### src/rtl/mac_pkg.sv
package mac_pkg;

    typedef enum logic [1:0] {
        RND_TRUNC = 2'b00,
        RND_NEAR  = 2'b01,
        RND_CONV  = 2'b10,
        RND_SPARE = 2'b11
    } rnd_mode_e;

    typedef enum logic {
        FLG_QUIET   = 1'b0,
        FLG_LATCHED = 1'b1
    } flag_state_e;

endpackage

### src/rtl/mac_mult.sv
module mac_mult #(
    parameter int DATA_W = 16
) (
    input  logic [DATA_W-1:0]   mul_a,
    input  logic [DATA_W-1:0]   mul_b,
    output logic [2*DATA_W-1:0] mul_p
);
    localparam int PROD_W = 2 * DATA_W;

    logic signed [PROD_W-1:0] a_ext;
    logic signed [PROD_W-1:0] b_ext;

    // Sign-extend both operands to full product width so no bit is lost.
    assign a_ext = PROD_W'($signed(mul_a));
    assign b_ext = PROD_W'($signed(mul_b));
    assign mul_p = a_ext * b_ext;

endmodule

### src/rtl/mac_accum.sv
module mac_accum #(
    parameter int PROD_W  = 32,
    parameter int GUARD_W = 8
) (
    input  logic                      clk,
    input  logic                      rst_n,
    input  logic                      en,
    input  logic                      load,
    input  logic [PROD_W-1:0]         prod,
    output logic [PROD_W+GUARD_W-1:0] acc
);
    localparam int ACC_W = PROD_W + GUARD_W;

    logic [ACC_W-1:0] prod_ext;

    assign prod_ext = {{GUARD_W{prod[PROD_W-1]}}, prod};

    always_ff @(posedge clk or negedge rst_n) begin
        if (!rst_n) begin
            acc <= '0;
        end else if (en) begin
            if (load) begin
                acc <= prod_ext;
            end else begin
                acc <= acc + prod_ext;
            end
        end
    end

endmodule

### src/rtl/mac_store.sv
module mac_store
    import mac_pkg::*;
#(
    parameter int DATA_W = 16,
    parameter int ACC_W  = 40
) (
    input  logic [ACC_W-1:0]  acc,
    input  logic [1:0]        mode,
    output logic [DATA_W-1:0] word,
    output logic              sat
);
    localparam int SHIFT  = DATA_W - 1;
    localparam int KEEP_W = ACC_W - SHIFT;
    localparam int RND_W  = KEEP_W + 1;
    localparam logic [SHIFT-1:0] HALF_V = SHIFT'(64'd1 << (SHIFT - 1));
    localparam logic signed [RND_W-1:0] MAX_V = RND_W'((64'sd1 <<< (DATA_W - 1)) - 1);
    localparam logic signed [RND_W-1:0] MIN_V = ~MAX_V;

    logic [KEEP_W-1:0]       kept;
    logic [SHIFT-1:0]        low;
    logic                    inc;
    logic signed [RND_W-1:0] rounded;
    logic                    over;
    logic                    under;

    assign kept = acc[ACC_W-1:SHIFT];
    assign low  = acc[SHIFT-1:0];

    always_comb begin
        inc = 1'b0;
        unique case (rnd_mode_e'(mode))
            RND_TRUNC: inc = 1'b0;
            RND_NEAR:  inc = low[SHIFT-1];
            RND_CONV:  inc = (low > HALF_V) || ((low == HALF_V) && kept[0]);
            RND_SPARE: inc = 1'b0;
            default:   inc = 1'b0;
        endcase
    end

    assign rounded = $signed({kept[KEEP_W-1], kept}) + $signed({{(RND_W-1){1'b0}}, inc});
    assign over    = rounded > MAX_V;
    assign under   = rounded < MIN_V;
    assign sat     = over || under;

    always_comb begin
        if (over) begin
            word = MAX_V[DATA_W-1:0];
        end else if (under) begin
            word = MIN_V[DATA_W-1:0];
        end else begin
            word = rounded[DATA_W-1:0];
        end
    end

endmodule

### src/rtl/mac_ovf_fsm.sv
module mac_ovf_fsm
    import mac_pkg::*;
(
    input  logic clk,
    input  logic rst_n,
    input  logic sat_in,
    input  logic clr,
    output logic sticky
);
    flag_state_e state_q;
    flag_state_e state_d;

    always_ff @(posedge clk or negedge rst_n) begin
        if (!rst_n) begin
            state_q <= FLG_QUIET;
        end else begin
            state_q <= state_d;
        end
    end

    always_comb begin
        state_d = state_q;
        unique case (state_q)
            FLG_QUIET: begin
                if (sat_in) state_d = FLG_LATCHED;
            end
            FLG_LATCHED: begin
                if (clr && !sat_in) state_d = FLG_QUIET;
            end
            default: state_d = FLG_QUIET;
        endcase
    end

    always_comb begin
        sticky = (state_q == FLG_LATCHED);
    end

endmodule

### src/rtl/sat_mac_unit.sv
module sat_mac_unit #(
    parameter int DATA_W  = 16,
    parameter int GUARD_W = 8
) (
    input  logic                          clk,
    input  logic                          rst_n,
    input  logic                          mac_en,
    input  logic                          mac_load,
    input  logic [DATA_W-1:0]             op_a,
    input  logic [DATA_W-1:0]             op_b,
    input  logic [1:0]                    rnd_sel,
    input  logic                          flag_clr,
    output logic [2*DATA_W+GUARD_W-1:0]   acc_val,
    output logic [DATA_W-1:0]             word_out,
    output logic                          sat_now,
    output logic                          sat_sticky
);
    localparam int PROD_W = 2 * DATA_W;
    localparam int ACC_W  = PROD_W + GUARD_W;

    logic [PROD_W-1:0] prod;

    mac_mult #(.DATA_W(DATA_W)) u_mult (
        .mul_a (op_a),
        .mul_b (op_b),
        .mul_p (prod)
    );

    mac_accum #(.PROD_W(PROD_W), .GUARD_W(GUARD_W)) u_accum (
        .clk   (clk),
        .rst_n (rst_n),
        .en    (mac_en),
        .load  (mac_load),
        .prod  (prod),
        .acc   (acc_val)
    );

    mac_store #(.DATA_W(DATA_W), .ACC_W(ACC_W)) u_store (
        .acc  (acc_val),
        .mode (rnd_sel),
        .word (word_out),
        .sat  (sat_now)
    );

    mac_ovf_fsm u_flag (
        .clk    (clk),
        .rst_n  (rst_n),
        .sat_in (sat_now),
        .clr    (flag_clr),
        .sticky (sat_sticky)
    );

endmodule

### config.mk
export PLATFORM = sky130hd
export DESIGN_NAME = sat_mac_unit
export DESIGN_NICKNAME = d
export VERILOG_FILES = /design/src/rtl/mac_pkg.sv /design/src/rtl/mac_mult.sv /design/src/rtl/mac_accum.sv /design/src/rtl/mac_store.sv /design/src/rtl/mac_ovf_fsm.sv /design/src/rtl/sat_mac_unit.sv
export SDC_FILE = /design/constraint.sdc
export NUM_CORES = 1
export LEC_CHECK = 0
export ABC_AREA = 1
export BUFFER_PORTS_ARGS = -buffer_cell sky130_fd_sc_hd__buf_2
export CORE_UTILIZATION = 55
export CTS_BUF_LIST = sky130_fd_sc_hd__clkbuf_8
export DETAILED_ROUTE_END_ITERATION = 8
export GPL_ROUTABILITY_DRIVEN = 0
export PLACE_DENSITY = 0.78
export SLEW_MARGIN = 20
export SYNTH_ARGS = -nofsm -noshare
export SYNTH_HDL_FRONTEND = slang
export SYNTH_SLANG_ARGS = --single-unit
export TNS_END_PERCENT = 1
### constraint.sdc
create_clock -name clk -period 3.42 [get_ports clk]
set_input_delay 0.342 -clock clk [delete_from_list [all_inputs] [get_ports clk]]
set_output_delay 0.342 -clock clk [all_outputs]
set_load 0.005 [all_outputs]
==> results of run 1 <==
## worst min-delay path by stage
stage / cells past startpoint / end / slack, ns
4_1_cts: 1 / u_flag.sticky / 0.20
5_1_grt: 1 / u_flag.sticky / 0.006
3_5_place_dp: 2 / u_flag.sticky / 0.50
6_report: 1 / u_accum.acc[31] / -0.04
3_3_place_gp: 2 / u_flag.sticky / 0.50
2_1_floorplan: 0 / u_accum.acc[0] / 0.05
## area by class of cell
cell class | count | area, sq um
inverters | 641 | 2422
fillers | 1792 | 6888
repair buffers | 433 | 3412
flip-flops and latches | 41 | 1028
well taps | 390 | 488.0
multi-input cells | 1753 | 15360
clock inverters | 2 | 37.54
clock buffers | 6 | 82.58
## logic make-up after synthesis
group           share of synthesized area
flops                             0.06154
fa+ha+maj                          0.4111
compound gates                    0.06364
buf+inv                            0.1635
xor+xnor                          0.02049
simple gates                       0.2797
## layer usage
layer	part of all wire	GRT usage	up-vias
met2	0.45	0.6176	1580
met4	0.086	0.1630	8
met1	0.33	0.4544	9197
met5	0.0019	0	-
met3	0.13	0.06804	631
li1	-	-	8161
## cell usage in the layout, fill, tap and decap left out, drive strengths merged
cell type / Yosys / routed
nor3: 25 / 25
a21boi: 3 / 3
clkinv: 1 / 2
clkinvlp: 0 / 1
xnor2: 14 / 14
buf: 3 / 431
nor4: 5 / 5
nand4: 25 / 25
nand2: 773 / 773
or2: 8 / 8
nand3: 110 / 110
nand3b: 9 / 9
a41oi: 1 / 1
inv: 640 / 639
nor2: 168 / 168
bufinv: 0 / 1
and3: 1 / 1
and2: 7 / 7
a31oi: 9 / 9
clkbuf: 75 / 7
bufbuf: 0 / 1
o21a: 2 / 2
o211ai: 5 / 5
a21oi: 96 / 96
a21o: 9 / 9
ha: 127 / 127
dfrtp: 41 / 41
fa: 263 / 263
o21ai: 55 / 55
o21bai: 13 / 13
xor2: 25 / 25
## metrics by stage
step	instances	setup TNS [ns]	hold WS, ns
floorplan	2513	-93.91	0.04641
global placement	3201	-118.64	0.5011
detailed placement	3201	-122.30	0.5045
CTS	3242	-97.67	0.1966
global route	3266	-120.78	0.006299
finish	3266	-111.35	-0.03570
## timing repair
item	4_1_cts	5_1_grt
buffers inserted	30	26
setup endpoints to repair	52	52
pin swaps	150	149
cloned	3	0
resized for setup	318	253
hold endpoints to repair	0	0
## worst max-delay path: cells and delay by family
family	cells	cell delay, ns
fa+ha+maj	8	3.51
simple gates	17	2.00
buf+inv	9	0.83
compound gates	4	0.76
## state kept, by name, summed over array words and instances (netlist names)
signal	cells
u_flag.sticky	1
u_accum.acc	40
==> results.toml, run 1 <==
[status]
status = "complete, but fails checks"
violations = "DRC, hold timing, setup timing"

[logic_synthesis]
syn_area_sq_um = 16670
async_flop_share = 1.000
synth_common_cells = "nand2_1 (767), inv_1 (635), fa_1 (263)"
synth_edf_count = 0
synth_nets = 2942
synth_cells = 2513
syn_avg_cell_area_sq_um = 6.634
yosys_most_used_dff = "dfrtp_1"
synth.top_cells.by_area = "fa_1 (32%), nand2_1 (17%), inv_1 (14%)"
ys_seq_area_frac = 0.06154
yosysTopAreaCellShare = 0.3158
yosysWarnings = 0
synth_largest_area_cell = "fa_1"
synth_cell_types = 39
yosys.cell_count.top_type = "nand2_1"
ys_seq_elements = 41

[cts]
cts_sinks = 41
tritoncts = "built"
cts_hold_buf = 0
clock_path_buffers = 2
htree_levels = 2
path_clk_slew_ns = 0.10
numCtsBuffers = 5
clk_latency_ns = 0.36
clockRootBuffer = "clkbuf_8"

[critical_path]
rr_startpoint = "u_accum.acc[5]"
reg2reg_depth = 17
crit_required_ns = 3.72
crit_path_max_incr_delay_ns = 0.61
critical_path.endpoint = "u_accum.acc[36]"
cp-end-kind = "flip-flop"
critPathSlowestCell = "fa_2"
startpoint_type = "input port"
crit_top_cell = "nand2_1"
critPathKind = "input port to flip-flop"
setup.worst_path.start = "op_a[15]"
r2r-end = "u_flag.sticky"
cp.arrival_ns = 7.47
r2r_slack_ns = 0.47
crit_fanout = 7

[placement]
dpl-instance-area_sq_um = 20000
dp_hpwl_um = 43150
numPortBuffers = 96
pre_cts_ws_ns = -3.879

[final_layout]
syn2layout_area_growth_pct = 36.94
diodes = 0
fin_area_sq_um = 22830
postLayoutCoreUtil = 0.7682
drive_above_1_share = 0.3161
layout.nets = 3304

[grt]
grt_pass1_wl_um = 89440
grt_util_all_layers = 0.3656
grt_pass1_vias = 18459
grt_overflow = 0
antenna_found_initial = 2
grt_max_degree = 50

[drt]
postRouteAntennaNets = 0
wl_um = 66440
firstDrtPassIters = 9
post_drt_via_cell_ratio = 5.994
wl_per_cell_um = 20.34
via_count = 19577
drtIter0Drc = 2882
drc = 206

[timing]
hold_viol = 22
max-slew-margin-rel = 0.1859
drv_slew = 0
fmaxAchievable_ghz = 0.1394
finalCritPeriodShare = 2.097
whs_ns = -0.03570
rsz0062_at_grt = "yes"
setup_ws_ns = -3.751
worst_pin_slew_ns = 1.214
setup_viol = 52
period_minus_slack_ns = 7.171
fin_skew_ns = 0.02088

[die]
design.portCount = 97
core-area_sq_um = 29720
fp.dieW_um = 176.1
start_util = 0.5610
num_rows = 63
die_h_um = 176.1
dieArea_sq_um = 31010

[flow_run]
cap_violations = 0

[hold_path]
worst_hold_path_type = "input port to asynchronous set/reset pin"
Power of run 1 is not shown: default switching activity piles up to over one toggle a cycle in this logic, so the estimate is an artifact.
==> run 2, diff against run 1 <==
Settings changed: GPL_TIMING_DRIVEN set to 0.
==> results.toml, run 2 (synthesis gave the netlist of run 1 again) <==
[status]
status = "complete, but fails checks"
violations = "setup timing"

[critical_path]
critPathSlowestCell = "fa_2"
rr_startpoint = "u_accum.acc[12]"
cp-end-kind = "flip-flop"
r2r-end = "u_flag.sticky"
reg2reg_depth = 18
crit_path_max_incr_delay_ns = 0.66
r2r_slack_ns = 0.48
crit_fanout = 7
critPathKind = "input port to flip-flop"
crit_required_ns = 3.67
startpoint_type = "input port"
cp.arrival_ns = 7.26

[timing]
fin_skew_ns = 0.01031
setup_ws_ns = -3.591
finalCritPeriodShare = 2.050
period_minus_slack_ns = 7.011
max-slew-margin-rel = 0.3468
setup_tns_ns = -110.41
rsz0062_at_grt = "yes"
hold_viol = 0
worst_pin_slew_ns = 0.9798
fmaxAchievable_ghz = 0.1426
setup_viol = 51
drv_slew = 0

[grt]
grt_pass1_vias = 17055
grt_pass1_wl_um = 86130
grt_max_degree = 42
grt_util_all_layers = 0.3577
antenna_found_initial = 1
grt_overflow = 0

[drt]
drtIter0Drc = 1771
wl_per_cell_um = 18.02
wl_um = 54350
postRouteAntennaNets = 0
post_drt_via_cell_ratio = 5.612
via_count = 16931
firstDrtPassIters = 6
drc = 0

[cts]
cts_sinks = 41
clock_path_buffers = 2
tritoncts = "built"
clk_latency_ns = 0.32
path_clk_slew_ns = 0.10
cts_hold_buf = 0
numCtsBuffers = 5
htree_levels = 2
clockRootBuffer = "clkbuf_8"

[final_layout]
multi_input_area_sq_um = 14410
stdcell_count = 3017
largest_reg_flops = 40
most-common-layout-cells = "nand2_1 (713), inv_1 (623), fa_1 (256)"
drive_above_1_share = 0.1805
max_flop_register = "u_accum.acc"
nFillCells = 2414
seq_area_sq_um = 1033
syn2layout_area_growth_pct = 19.89
layout.nets = 3054
final_common_cell = "nand2_1"

[flow_run]
cap_violations = 0

[hold_path]
worst_hold_path_type = "input port to asynchronous set/reset pin"

[die]
start_util = 0.5610
fp.dieW_um = 176.1
num_rows = 63
design.portCount = 97
dieArea_sq_um = 31010
die_h_um = 176.1
core-area_sq_um = 29720

[placement]
dp.cells = 2971
dp_hpwl_um = 43780
numPortBuffers = 68
run 2: worst max path at each step:
| stage | endpoint | start | slack [ns] |
|---|---|---|---|
| 2_1_floorplan | u_accum.acc[35] | op_b[6] | -3.13 |
| 3_3_place_gp | u_accum.acc[23] | op_a[14] | -4.37 |
| 5_1_grt | u_accum.acc[35] | op_a[15] | -3.77 |
| 4_1_cts | u_accum.acc[26] | op_a[6] | -3.43 |
| 3_5_place_dp | u_accum.acc[23] | op_a[14] | -4.42 |
| 6_report | u_accum.acc[31] | op_a[15] | -3.59 |
run 2: area by class of cell:
| cell class | count | area share |
|---|---|---|
| multi-input combinational | 1753 | 0.7211 |
| inverter | 641 | 0.1209 |
| sequential | 41 | 0.05171 |
| buffer | 78 | 0.04176 |
| timing repair buffer | 105 | 0.03437 |
| tap | 390 | 0.02441 |
| clock buffer | 5 | 0.003443 |
| clock inverter | 3 | 0.002191 |
| antenna | 1 | 0.0001252 |
run 2: per-layer routing:
metal  vias up  GRT usage  part of all wire
li1       7630          -                 -
met1      8187     0.4563              0.38
met2       940     0.5710              0.46
met3       174     0.1006              0.12
met4         0     0.1457             0.040
met5         -          0                 0
run 2: repair_timing:
item / 4_1_cts / 5_1_grt
pin swaps: 55 / 54
setup endpoints to repair: 52 / 52
setup buffers: 32 / 5
gates resized for setup: 172 / 148
run 2: worst max-delay path, delay by kind of cell:
| family | cells | cell delay, ns |
|---|---|---|
| adders and majority gates | 8 | 3.88 |
| and+or+nand+nor | 14 | 1.96 |
| buffers and inverters | 10 | 0.96 |
| AOI/OAI and AO/OA | 1 | 0.10 |
run 2: stage by stage:
stage	util	hold WS, ns	worst slack, ns	instance area, sq um
floorplan	-	0.04641	-3.132	17460
global placement	0.6155	0.4825	-4.372	18290
detailed placement	0.6155	0.4892	-4.417	18290
CTS	0.6547	0.2029	-3.429	19460
global route	0.6725	0.2331	-3.767	19980
finish	0.6726	0.1564	-3.591	19990
Power of run 2 is left out for the same reason.
